### src/rtl/ifb_pkg.sv
package ifb_pkg;

  localparam int NUM_SLOTS = 2;

  // memory-side progress of the single outstanding request
  typedef enum logic [1:0] {
    FS_IDLE       = 2'd0,
    FS_WAIT_LIVE  = 2'd1,
    FS_WAIT_STALE = 2'd2
  } fetch_state_t;

endpackage

### src/rtl/ifb_slot.sv
module ifb_slot #(
  parameter int LINE_W = 128
) (
  input  logic              clk,
  input  logic              rst_n,
  input  logic              flush,
  input  logic              fill,
  input  logic              drain,
  input  logic [LINE_W-1:0] fill_data,
  output logic              valid,
  output logic [LINE_W-1:0] data
);

  logic valid_nxt;

  always_comb begin
    valid_nxt = valid;
    if (flush)      valid_nxt = 1'b0;
    else if (fill)  valid_nxt = 1'b1;
    else if (drain) valid_nxt = 1'b0;
  end

  always_ff @(posedge clk or negedge rst_n) begin
    if (!rst_n) valid <= 1'b0;
    else        valid <= valid_nxt;
  end

  // payload carries no reset; valid qualifies it
  always_ff @(posedge clk) begin
    if (fill) data <= fill_data;
  end

endmodule

### src/rtl/ifb_ctrl.sv
module ifb_ctrl
  import ifb_pkg::*;
#(
  parameter int ADDR_W = 32,
  parameter int OFF_W  = 4,
  parameter int TAKE_W = 3,
  parameter logic [ADDR_W-1:0] RESET_ADDR = '0
) (
  input  logic              clk,
  input  logic              rst_n,
  input  logic              redir_valid,
  input  logic [ADDR_W-1:0] redir_addr,
  input  logic [TAKE_W-1:0] take_cnt,
  input  logic              head_valid,
  input  logic              fill_free,
  input  logic              mem_req_ready,
  input  logic              mem_rsp_valid,
  output logic              mem_req_valid,
  output logic [ADDR_W-1:0] mem_req_addr,
  output logic              head_sel,
  output logic [OFF_W-1:0]  head_off,
  output logic              fill_sel,
  output logic              fill_dst,
  output logic              fill_en,
  output logic              drain_en
);

  localparam int LN_W = ADDR_W - OFF_W;

  fetch_state_t    state_q, state_d;
  logic [LN_W-1:0] line_q, line_d;
  logic            head_sel_d, fill_sel_d, fill_dst_d;
  logic [OFF_W-1:0] head_off_d;
  logic [OFF_W:0]  off_sum;
  logic            accept;

  assign off_sum       = {1'b0, head_off} + (OFF_W+1)'(take_cnt);
  assign drain_en      = head_valid && off_sum[OFF_W] && !redir_valid;
  assign mem_req_valid = (state_q == FS_IDLE) && fill_free && !redir_valid;
  assign mem_req_addr  = {line_q, {OFF_W{1'b0}}};
  assign accept        = mem_req_valid && mem_req_ready;
  assign fill_en       = mem_rsp_valid && (state_q == FS_WAIT_LIVE) && !redir_valid;

  always_comb begin
    state_d    = state_q;
    line_d     = line_q;
    head_sel_d = head_sel;
    head_off_d = head_off;
    fill_sel_d = fill_sel;
    fill_dst_d = fill_dst;
    if (mem_rsp_valid && state_q != FS_IDLE)          state_d = FS_IDLE;
    else if (redir_valid && state_q == FS_WAIT_LIVE)  state_d = FS_WAIT_STALE;
    else if (accept)                                  state_d = FS_WAIT_LIVE;
    if (redir_valid) begin
      line_d     = redir_addr[ADDR_W-1:OFF_W];
      head_sel_d = 1'b0;
      head_off_d = redir_addr[OFF_W-1:0];
      fill_sel_d = 1'b0;
    end else begin
      head_off_d = off_sum[OFF_W-1:0];
      if (drain_en) head_sel_d = ~head_sel;
      if (accept) begin
        line_d     = line_q + 1'b1;
        fill_dst_d = fill_sel;
        fill_sel_d = ~fill_sel;
      end
    end
  end

  always_ff @(posedge clk or negedge rst_n) begin
    if (!rst_n) begin
      state_q  <= FS_IDLE;
      line_q   <= RESET_ADDR[ADDR_W-1:OFF_W];
      head_sel <= 1'b0;
      head_off <= RESET_ADDR[OFF_W-1:0];
      fill_sel <= 1'b0;
      fill_dst <= 1'b0;
    end else begin
      state_q  <= state_d;
      line_q   <= line_d;
      head_sel <= head_sel_d;
      head_off <= head_off_d;
      fill_sel <= fill_sel_d;
      fill_dst <= fill_dst_d;
    end
  end

endmodule

### src/rtl/ifb_window.sv
module ifb_window
  import ifb_pkg::*;
#(
  parameter int LINE_BYTES = 16,
  parameter int WIN_BYTES  = 4,
  parameter int OFF_W      = 4,
  parameter int AVAIL_W    = 6
) (
  input  logic [NUM_SLOTS-1:0]                    slot_valid,
  input  logic [NUM_SLOTS-1:0][LINE_BYTES*8-1:0]  slot_data,
  input  logic                                    head_sel,
  input  logic [OFF_W-1:0]                        head_off,
  output logic [WIN_BYTES*8-1:0]                  win_bytes,
  output logic [AVAIL_W-1:0]                      win_avail
);

  localparam int IDX_W = $clog2(2*LINE_BYTES);

  logic [2*LINE_BYTES*8-1:0] joined;
  logic                      hv, ov;

  assign hv     = slot_valid[head_sel];
  assign ov     = slot_valid[~head_sel];
  assign joined = head_sel ? {slot_data[0], slot_data[1]}
                           : {slot_data[1], slot_data[0]};

  assign win_avail = hv ? (AVAIL_W'(LINE_BYTES) - AVAIL_W'(head_off)
                           + (ov ? AVAIL_W'(LINE_BYTES) : AVAIL_W'(0)))
                        : AVAIL_W'(0);

  for (genvar gi = 0; gi < WIN_BYTES; gi++) begin : g_win
    logic [IDX_W-1:0] idx;
    assign idx = IDX_W'(head_off) + IDX_W'(gi);
    assign win_bytes[gi*8 +: 8] = joined[idx*8 +: 8];
  end

endmodule

### src/rtl/ifetch_dual_buf.sv
module ifetch_dual_buf
  import ifb_pkg::*;
#(
  parameter int ADDR_W     = 32,
  parameter int LINE_BYTES = 16,
  parameter int WIN_BYTES  = 4,
  parameter logic [ADDR_W-1:0] RESET_ADDR = '0,
  localparam int OFF_W   = $clog2(LINE_BYTES),
  localparam int LINE_W  = LINE_BYTES*8,
  localparam int AVAIL_W = $clog2(2*LINE_BYTES+1),
  localparam int TAKE_W  = $clog2(WIN_BYTES+1)
) (
  input  logic                   clk,
  input  logic                   rst_n,
  input  logic                   redir_valid,
  input  logic [ADDR_W-1:0]      redir_addr,
  input  logic [TAKE_W-1:0]      take_cnt,
  output logic [WIN_BYTES*8-1:0] win_bytes,
  output logic [AVAIL_W-1:0]     win_avail,
  output logic                   mem_req_valid,
  input  logic                   mem_req_ready,
  output logic [ADDR_W-1:0]      mem_req_addr,
  input  logic                   mem_rsp_valid,
  input  logic [LINE_W-1:0]      mem_rsp_data
);

  logic [NUM_SLOTS-1:0]             slot_valid;
  logic [NUM_SLOTS-1:0][LINE_W-1:0] slot_data;
  logic             head_sel, fill_sel, fill_dst, fill_en, drain_en;
  logic [OFF_W-1:0] head_off;

  ifb_ctrl #(
    .ADDR_W(ADDR_W), .OFF_W(OFF_W), .TAKE_W(TAKE_W), .RESET_ADDR(RESET_ADDR)
  ) u_ctrl (
    .clk(clk), .rst_n(rst_n),
    .redir_valid(redir_valid), .redir_addr(redir_addr), .take_cnt(take_cnt),
    .head_valid(slot_valid[head_sel]), .fill_free(!slot_valid[fill_sel]),
    .mem_req_ready(mem_req_ready), .mem_rsp_valid(mem_rsp_valid),
    .mem_req_valid(mem_req_valid), .mem_req_addr(mem_req_addr),
    .head_sel(head_sel), .head_off(head_off), .fill_sel(fill_sel),
    .fill_dst(fill_dst), .fill_en(fill_en), .drain_en(drain_en)
  );

  for (genvar g = 0; g < NUM_SLOTS; g++) begin : g_slot
    ifb_slot #(.LINE_W(LINE_W)) u_slot (
      .clk(clk), .rst_n(rst_n),
      .flush(redir_valid),
      .fill(fill_en && (fill_dst == 1'(g))),
      .drain(drain_en && (head_sel == 1'(g))),
      .fill_data(mem_rsp_data),
      .valid(slot_valid[g]),
      .data(slot_data[g])
    );
  end

  ifb_window #(
    .LINE_BYTES(LINE_BYTES), .WIN_BYTES(WIN_BYTES), .OFF_W(OFF_W), .AVAIL_W(AVAIL_W)
  ) u_window (
    .slot_valid(slot_valid), .slot_data(slot_data),
    .head_sel(head_sel), .head_off(head_off),
    .win_bytes(win_bytes), .win_avail(win_avail)
  );

endmodule

### config.mk
export PLATFORM = sky130hd
export DESIGN_NAME = ifetch_dual_buf
export DESIGN_NICKNAME = d
export VERILOG_FILES = /design/src/rtl/ifb_pkg.sv /design/src/rtl/ifb_slot.sv /design/src/rtl/ifb_ctrl.sv /design/src/rtl/ifb_window.sv /design/src/rtl/ifetch_dual_buf.sv
export SDC_FILE = /design/constraint.sdc
export NUM_CORES = 1
export LEC_CHECK = 0
export ABC_AREA = 0
export ABC_CLOCK_PERIOD_IN_PS = 6500
export BUFFER_PORTS_ARGS = -buffer_cell sky130_fd_sc_hd__buf_4
export CORE_MARGIN = 3
export CORE_UTILIZATION = 40
export DETAILED_ROUTE_END_ITERATION = 10
export SLEW_MARGIN = 10
export SYNTH_ARGS = -nofsm -noshare
export SYNTH_HDL_FRONTEND = slang
export SYNTH_SLANG_ARGS = --single-unit
export TNS_END_PERCENT = 5
### constraint.sdc
create_clock -name clk -period 6.5 [get_ports clk]
set_input_delay 1.3 -clock clk [delete_from_list [all_inputs] [get_ports clk]]
set_output_delay 1.3 -clock clk [all_outputs]
set_load 0.005 [all_outputs]
==> results of run 1 <==
[Yosys cell counts (3+ instances only)]
cell	count	share of area
a211oi_1	6	0.0027
a21oi_1	16	0.0048
a221oi_1	4	0.0021
a22o_1	3	0.0016
a22oi_1	32	0.014
a2bb2oi_1	6	0.0032
a31oi_1	8	0.0030
a32oi_1	5	0.0026
and3_1	6	0.0023
buf_1	10	0.0023
buf_2	29	0.0088
buf_4	29	0.013
clkbuf_1	22	0.0050
dfrtp_1	39	0.059
edfxtp_1	256	0.46
ha_1	6	0.0045
inv_1	8	0.0018
mux2_2	10	0.0068
mux2i_1	101	0.061
mux4_2	147	0.20
nand2_1	62	0.014
nand2b_1	7	0.0026
nand3_1	29	0.0088
nand4_1	20	0.0076
nor2_1	25	0.0057
nor2b_1	13	0.0049
nor3_1	27	0.0082
nor4_1	4	0.0015
o211ai_1	12	0.0054
o21ai_0	24	0.0072
o221a_2	3	0.0020
o221ai_1	17	0.0090
o22a_1	7	0.0037
o22ai_1	59	0.022
o311ai_0	9	0.0048
or3_1	10	0.0038
xor2_1	3	0.0016
[metal layers]
layer / GRT usage / vias to the layer above / part of all wire
met4: 0.0753 / 2 / 0.030
met2: 0.354 / 599 / 0.47
met1: 0.312 / 6077 / 0.41
met5: 0 / - / 0.00026
met3: 0.0513 / 100 / 0.089
li1: - / 5162 / -
[flip-flops by register name (all words and copies together) (netlist names)]
signal,flops
g_slot.u_slot.data,256
g_slot.u_slot.valid,2
u_ctrl.fill_dst,1
u_ctrl.fill_sel,1
u_ctrl.head_off,4
u_ctrl.head_sel,1
u_ctrl.line_q,28
u_ctrl.state_q,2
[logic make-up (layout without fill, tap and decap cells)]
logic type               Yosys count  after routing  synth area share
XOR/XNOR                           3              3           0.00159
AO/OA/AOI/OAI                    231            231            0.0995
flip-flops                       295            295             0.523
adder cells (fa/ha/maj)            7              7           0.00574
buffers and inverters            101            331            0.0316
multiplexers                     258            258             0.268
AND/OR/NAND/NOR                  222            222            0.0709
other                              1              4          0.000226
[report_power, final]
group          total, mW  internal, mW  switching, mW
sequential          2.41          2.22          0.190
clock               1.91          1.10          0.808
combinational       1.62         0.772          0.845
total               5.93          4.09           1.84
[final cells by class]
cell class | count | area (um^2)
Sequential cell | 295 | 8670
Clock buffer | 42 | 912
Multi-Input combinational cell | 725 | 7420
Clock inverter | 21 | 195
Timing Repair Buffer | 257 | 1970
Fill cell | 3458 | 20400
Tap cell | 525 | 657
Inverter | 11 | 41.3
[final timing paths]
kind                       depth (start not counted)                from  slack [ns]                  to
min reg2reg                                        1     u_ctrl.fill_sel        0.54     u_ctrl.fill_sel
max                                                6  u_ctrl.head_off[1]        1.51       win_bytes[20]
min                                                1     u_ctrl.fill_sel        0.54     u_ctrl.fill_sel
min in group asynchronous                          1               rst_n        0.74     u_ctrl.head_sel
max in group asynchronous                          1               rst_n        5.35  u_ctrl.head_off[1]
max reg2reg                                        8  u_ctrl.head_off[0]        2.96     u_ctrl.head_sel
==> impl_metrics.yaml, run 1 <==
status:
  outcome: "finished clean"
sta:
  rsz0062_at_grt: "false"
  finalSetupViolations: 0
  period_minus_slack_ns: 4.99
  worst_slack_ns: 1.51
  fin_skew_ns: 0.0220
  hold_slack_ns: 0.542
  fmax_mhz: 201
  tns_ns: 0
  post-route-period-util: 0.767
  hold_viol_final: 0
  maxSlewHeadroom: 0.167
  max_slew.worst_pin.slew_ns: 1.24
  slew_viol_final: 0
global_routing:
  antenna_found_initial: 1
  grt_max_degree: 101
  grtUsageTotal: 0.225
  grt_pass1_wl_um: 75200
  overflow: 0
  grt_pass1_vias: 11992
final_layout:
  final_util: 0.493
  drive_above_1_share: 0.361
  layout_common_cells: "edfxtp_1, buf_4, mux4_2"
  final_common_cell: "edfxtp_1"
  nets: 1500
  final_area_mm2: 0.0199
  syn_to_final_growth_pct: 19.9
  n_antenna_cell: 0
  instances_no_fill: 1876
critical_path:
  worstPathArrival_ns: 3.69
  endpoint_kind: "output port"
  cp_slowest_cell: "nor3_1"
  cp_top_family: "simple AND/OR/NAND/NOR gates"
  cpPeakStageDelay_ns: 1.01
  path_buf_inv: 3
  worstPathCellList: "clkinv_1, nor3_1, buf_4, a221oi_1, nand3_1, buf_4"
  cp.required_ns: 5.20
  crit_type: "flip-flop to output port"
  start_kind: "flip-flop"
  crit_path_max_fanout: 55
  worst_path_most_repeated_cell: "buf_4"
drt:
  postRouteAntennaNets: 0
  vias: 11940
  via_per_inst: 6.36
  routed_wl_um: 50600
  wl_per_cell_um: 27.0
  drt_iter0_drc: 1290
  route.detailed.drc: 0
  drt_pass1_iterations: 5
clock_network:
  cts_tree: "yes"
  clock-sinks: 295
  clk_latency_ns: 0.56
  ctsHtreeMaxLevel: 2
  cts_hold_buf: 0
  cts_setup_buffers: 0
  cts_buffer_depth: 3
  root_buffer: "clkbuf_16"
  cts.repair.resized: 0
  path_clk_slew_ns: 0.06
  cts-buffers-inserted: 35
place:
  placed_area_mm2: 0.0188
  gp_congestion: 0.872
  dp.cells: 1813
  pre_cts_ws_ns: 2.07
  hpwlAfterDp_um: 34600
  portBuffers: 234
pwr:
  peakVddDrop_mv: 0.209
  leakagePower_nw: 6.85
  power.density_mw_per_mm2: 299
  power.total_mw: 5.93
floorplan:
  die_area_mm2: 0.0439
  die-height_um: 210
  num_rows: 73
  floorplan.initialDensity: 0.411
  core_area_mm2: 0.0403
  die_w_um: 210
  io_pins: 239
synth:
  yosysSeqAreaShare: 0.523
  post_synth_instance_area_mm2: 0.0166
  synth_cell_types: 72
  synth_area_per_cell_um2: 14.8
  synth_flop_cell: "edfxtp_1"
  yosysWarnings: 0
  synth_edf_count: 256
  async_flop_share: 0.132
  ys_ff_latch: 295
  postSynthCellCount: 1118
job:
  maxCapViolCount: 0
hold_path:
  min_path_type: "flip-flop to flip-flop"
(Power assumes the default switching activity.)
==> inputs of run 2 (changes only) <==
--- a/config.mk
+++ b/config.mk
@@ -6,7 +6,7 @@
 export NUM_CORES = 1
 export LEC_CHECK = 0
 export ABC_AREA = 0
-export ABC_CLOCK_PERIOD_IN_PS = 6500
+export ABC_CLOCK_PERIOD_IN_PS = 5000
 export BUFFER_PORTS_ARGS = -buffer_cell sky130_fd_sc_hd__buf_4
 export CORE_MARGIN = 3
 export CORE_UTILIZATION = 40
==> constraint.sdc (replaced) <==
create_clock -name clk -period 5 [get_ports clk]
set_input_delay 1 -clock clk [delete_from_list [all_inputs] [get_ports clk]]
set_output_delay 1 -clock clk [all_outputs]
set_load 0.005 [all_outputs]
==> run 2 against run 1 <==
Compared with the run above: highest routed layer is now met4; first-iteration DRC count is 6.4% higher; largest power group unchanged; power rose by 31%; sequential share of layout area fell by 0.18 points; via count up 1.0%.
==> impl_metrics.yaml, run 2 (same netlist as run 1, synthesis figures left out) <==
global_routing:
  grt_max_degree: 130
  grt_pass1_wl_um: 75800
  grt_pass1_vias: 12087
  grtUsageTotal: 0.227
  overflow: 0
  antenna_found_initial: 1
final_layout:
  nets: 1506
  drive_above_1_share: 0.366
  final_util: 0.495
  instances_no_fill: 1883
  reg_top3: "g_slot.u_slot.data x256, u_ctrl.line_q x28, u_ctrl.head_off x4"
  largest_reg_flops: 256
  syn_to_final_growth_pct: 20.4
  final_common_cell: "buf_4"
  layout_common_cells: "buf_4, edfxtp_1, mux4_2"
  regMostFlops: "g_slot.u_slot.data"
place:
  hpwlAfterDp_um: 35600
  gp_congestion: 0.904
  dp.cells: 1818
  portBuffers: 234
critical_path:
  crit_path_max_fanout: 41
  crit_type: "flip-flop to output port"
  r2r.worst_path.cells: 8
  start_kind: "flip-flop"
  cp.required_ns: 4.00
  endpoint_kind: "output port"
  worstPathArrival_ns: 3.34
drt:
  via_per_inst: 6.40
  vias: 12059
  route.detailed.drc: 0
  drt_iter0_drc: 1373
  wl_per_cell_um: 26.9
  drt_pass1_iterations: 5
  routed_wl_um: 50700
  postRouteAntennaNets: 0
pwr:
  power.total_mw: 7.80
  peakVddDrop_mv: 0.241
  power.density_mw_per_mm2: 391
  leakagePower_nw: 6.90
sta:
  period_minus_slack_ns: 4.34
  max_slew.worst_pin.slew_ns: 1.17
  post-route-period-util: 0.868
  hold_viol_final: 0
  finalSetupViolations: 0
  hold_slack_ns: 0.449
  fin_skew_ns: 0.00592
  rsz0062_at_grt: "false"
  slew_viol_final: 0
  maxSlewHeadroom: 0.215
  fmax_mhz: 230
clock_network:
  cts-buffers-inserted: 36
  clock-sinks: 295
  cts.repair.resized: 0
  clk_latency_ns: 0.54
  cts_tree: "yes"
  path_clk_slew_ns: 0.06
  root_buffer: "clkbuf_16"
  cts_buffer_depth: 3
  ctsHtreeMaxLevel: 2
  cts_setup_buffers: 0
  cts_hold_buf: 0
status:
  outcome: "finished clean"
hold_path:
  min_path_type: "input pin to asynchronous set/reset pin"
job:
  maxCapViolCount: 0
floorplan:
  num_rows: 73
  die_w_um: 210
  die_area_mm2: 0.0439
  floorplan.initialDensity: 0.411
  io_pins: 239
  core_area_mm2: 0.0403
  die-height_um: 210
==> run 2: cell count changes in the layout (fill, tap and decap cells not counted), moves of 2 or more <==
cell,delta
inv_16,-2
clkinvlp_4,+2
clkbuf_16,+2
clkinv_2,+3
clkbuf_1,-3
buf_4,+4
==> run 2: worst max-delay path: stages, from the launching register on <==
cell and delay [ns]:
dfrtp_4 0.79, clkinv_1 0.45, nand2_1 0.73, o22ai_1 0.16
a211oi_1 0.44, buf_4 0.20
==> run 2: report_power, final <==
group          switching, mW  leakage (nW)  total, mW  internal, mW
logic                   1.12          3.54       2.14          1.01
clock network           1.04         0.561       2.54          1.51
registers              0.230          2.79       3.12          2.89
==> run 2: final timing paths <==
kind                                    startpoint                  to  slack, ns
worst max-delay path            u_ctrl.head_off[1]       win_bytes[23]       0.66
worst min-delay path                         rst_n    u_ctrl.line_q[5]       0.45
worst max register to register  u_ctrl.head_off[0]     u_ctrl.head_sel       2.03
worst min register to register     u_ctrl.fill_sel     u_ctrl.fill_sel       0.54
max in group asynchronous                    rst_n  u_ctrl.head_off[0]       4.13
min in group clk                   u_ctrl.fill_sel     u_ctrl.fill_sel       0.54
==> run 2: final cells by class <==
class,count,area (um^2)
Sequential cell,295,8670
Antenna cell,1,2.50
Fill cell,3489,20300
Inverter,11,41.3
Clock inverter,24,206
Clock buffer,40,937
Timing Repair Buffer,262,2020
Multi-Input combinational cell,725,7420
Tap cell,525,657
==> run 2: metal layers <==
layer	up-vias	part of all wire	track usage
li1	5165	-	-
met1	6098	0.41	0.317
met2	681	0.46	0.350
met3	115	0.093	0.0475
met4	0	0.039	0.0889
met5	-	0	0
==> run 2: stage by stage <==
stage	setup WS (ns)	TNS (ns)	cell area [um^2]
2_1_floorplan	-0.216	-55.35	16600
3_3_place_gp	1.30	0	18800
3_5_place_dp	1.27	0	18800
4_1_cts	0.686	0	19900
5_1_grt	0.438	0	20000
6_report	0.658	0	20000
==> inputs of run 3 (changes only) <==
--- a/config.mk
+++ b/config.mk
@@ -11,6 +11,7 @@
 export CORE_MARGIN = 3
 export CORE_UTILIZATION = 40
 export DETAILED_ROUTE_END_ITERATION = 10
+export RECOVER_POWER = 25
 export SLEW_MARGIN = 10
 export SYNTH_ARGS = -nofsm -noshare
 export SYNTH_HDL_FRONTEND = slang
==> run 3 against run 2 <==
Compared with the run above: fmax hardly changed; power is 0.20% lower; clock skew is 0.0040 ns higher; cell count hardly changed; flip-flop and latch count stayed put; combinational power hardly changed; largest cell class unchanged; largest power group unchanged.
==> impl_metrics.yaml, run 3 (same netlist as run 1, synthesis figures left out) <==
status:
  outcome: "finished clean"
pwr:
  peakVddDrop_mv: 0.240
  leakagePower_nw: 6.78
  power.density_mw_per_mm2: 392
floorplan:
  die_w_um: 210
  num_rows: 73
  core_area_mm2: 0.0403
  floorplan.initialDensity: 0.411
  die-height_um: 210
  die_area_mm2: 0.0439
  io_pins: 239
hold_path:
  min_path_type: "input pin to asynchronous set/reset pin"
critical_path:
  r2r_setup_slack_ns: 2.02
  endpoint_kind: "output port"
  path_buf_inv: 2
  worstPathArrival_ns: 3.34
  crit_path_max_fanout: 41
  cp.required_ns: 4.00
  cp_top_family: "simple AND/OR/NAND/NOR gates"
  cpPeakStageDelay_ns: 0.79
  worstPathCellList: "clkinv_1, nand2_1, o22ai_1, nor4_1, buf_4"
  crit_type: "flip-flop to output port"
  cp_slowest_cell: "dfrtp_4"
  start_kind: "flip-flop"
sta:
  hold_slack_ns: 0.450
  fmax_mhz: 230
  finalSetupViolations: 0
  rsz0062_at_grt: "false"
  fin_skew_ns: 0.00991
  hold_viol_final: 0
  max_slew.worst_pin.slew_ns: 1.24
  post-route-period-util: 0.868
  maxSlewHeadroom: 0.168
  worst_slack_ns: 0.661
  slew_viol_final: 0
  period_minus_slack_ns: 4.34
drt:
  drt_pass1_iterations: 5
  vias: 12037
  drt_iter0_drc: 1373
  wl_per_cell_um: 26.9
  routed_wl_um: 50700
  route.detailed.drc: 0
  via_per_inst: 6.40
  postRouteAntennaNets: 0
clock_network:
  root_buffer: "clkbuf_16"
  cts_setup_buffers: 0
  ctsHtreeMaxLevel: 2
  cts-buffers-inserted: 36
  clock-sinks: 295
  path_clk_slew_ns: 0.06
  cts_hold_buf: 0
  cts_tree: "yes"
  cts_buffer_depth: 3
  clk_latency_ns: 0.54
  cts.repair.resized: 0
final_layout:
  reg_top3: "g_slot.u_slot.data x256, u_ctrl.line_q x28, u_ctrl.head_off x4"
  layout_common_cells: "edfxtp_1, buf_4, mux4_2"
  final_util: 0.493
  regMostFlops: "g_slot.u_slot.data"
  drive_above_1_share: 0.344
  largest_reg_flops: 256
  nets: 1506
  final_common_cell: "edfxtp_1"
  instances_no_fill: 1882
  n_antenna_cell: 0
  syn_to_final_growth_pct: 19.7
  final_area_mm2: 0.0198
global_routing:
  grtUsageTotal: 0.227
  overflow: 0
  grt_pass1_wl_um: 75800
  grt_pass1_vias: 12087
  grt_max_degree: 130
  antenna_found_initial: 0
place:
  placed_area_mm2: 0.0188
  portBuffers: 234
  gp_congestion: 0.904
  dp.cells: 1818
  hpwlAfterDp_um: 35600
  pre_cts_ws_ns: 1.27
job:
  maxCapViolCount: 0
## run 3: cell types whose count changed in the layout (fill, tap and decap cells not counted)
cell      before  now
clkbuf_4       0   55
clkbuf_1       3   32
buf_4        258  174
diode_2        1    0
## run 3: cell type report
type,count,area (um^2)
clock buffers,40,937
repair buffers,262,1910
flip-flops and latches,295,8670
inverters,11,41.3
well taps,525,657
multi-input cells,725,7420
clock inverters,24,206
fillers,3523,20400
## run 3: worst register-to-register path, delay by kind of cell, from the launching register on
kind | cells | cell delay [ns]
AOI/OAI and AO/OA | 3 | 0.56
adders and majority gates | 2 | 0.80
buffers and inverters | 2 | 0.67
DFF | 1 | 0.72
and+or+nand+nor | 1 | 0.13
## run 3: where the power goes
| group | total [mW] | internal (mW) | switching [mW] |
|---|---|---|---|
| Sequential | 3.12 | 2.89 | 0.230 |
| Combinational | 2.13 | 1.00 | 1.12 |
| Clock | 2.54 | 1.51 | 1.03 |
| Total | 7.78 | 5.40 | 2.39 |
## run 3: final timing paths
kind,from,to,cells after the start
setup / recovery,u_ctrl.head_off[1],win_bytes[4],5
hold / removal,rst_n,u_ctrl.line_q[15],1
setup reg to reg,u_ctrl.head_off[0],u_ctrl.head_sel,8
hold reg to reg,u_ctrl.fill_sel,u_ctrl.fill_sel,1
max in group asynchronous,rst_n,u_ctrl.head_off[0],1
min in group clk,u_ctrl.fill_sel,u_ctrl.fill_sel,1
## run 3: metal layers
layer	share of wire	GRT usage
met1	0.41	0.317
met2	0.47	0.350
met3	0.091	0.0475
met4	0.035	0.0889
met5	0	0
## run 3: through the flow
| stage | power, mW | setup TNS (ns) |
|---|---|---|
| after floorplan | 4.38 | -55.35 |
| after global placement | 5.27 | 0 |
| after detailed placement | 5.28 | 0 |
| after CTS | 7.85 | 0 |
| after global routing | 8.11 | 0 |
| final | 7.78 | 0 |
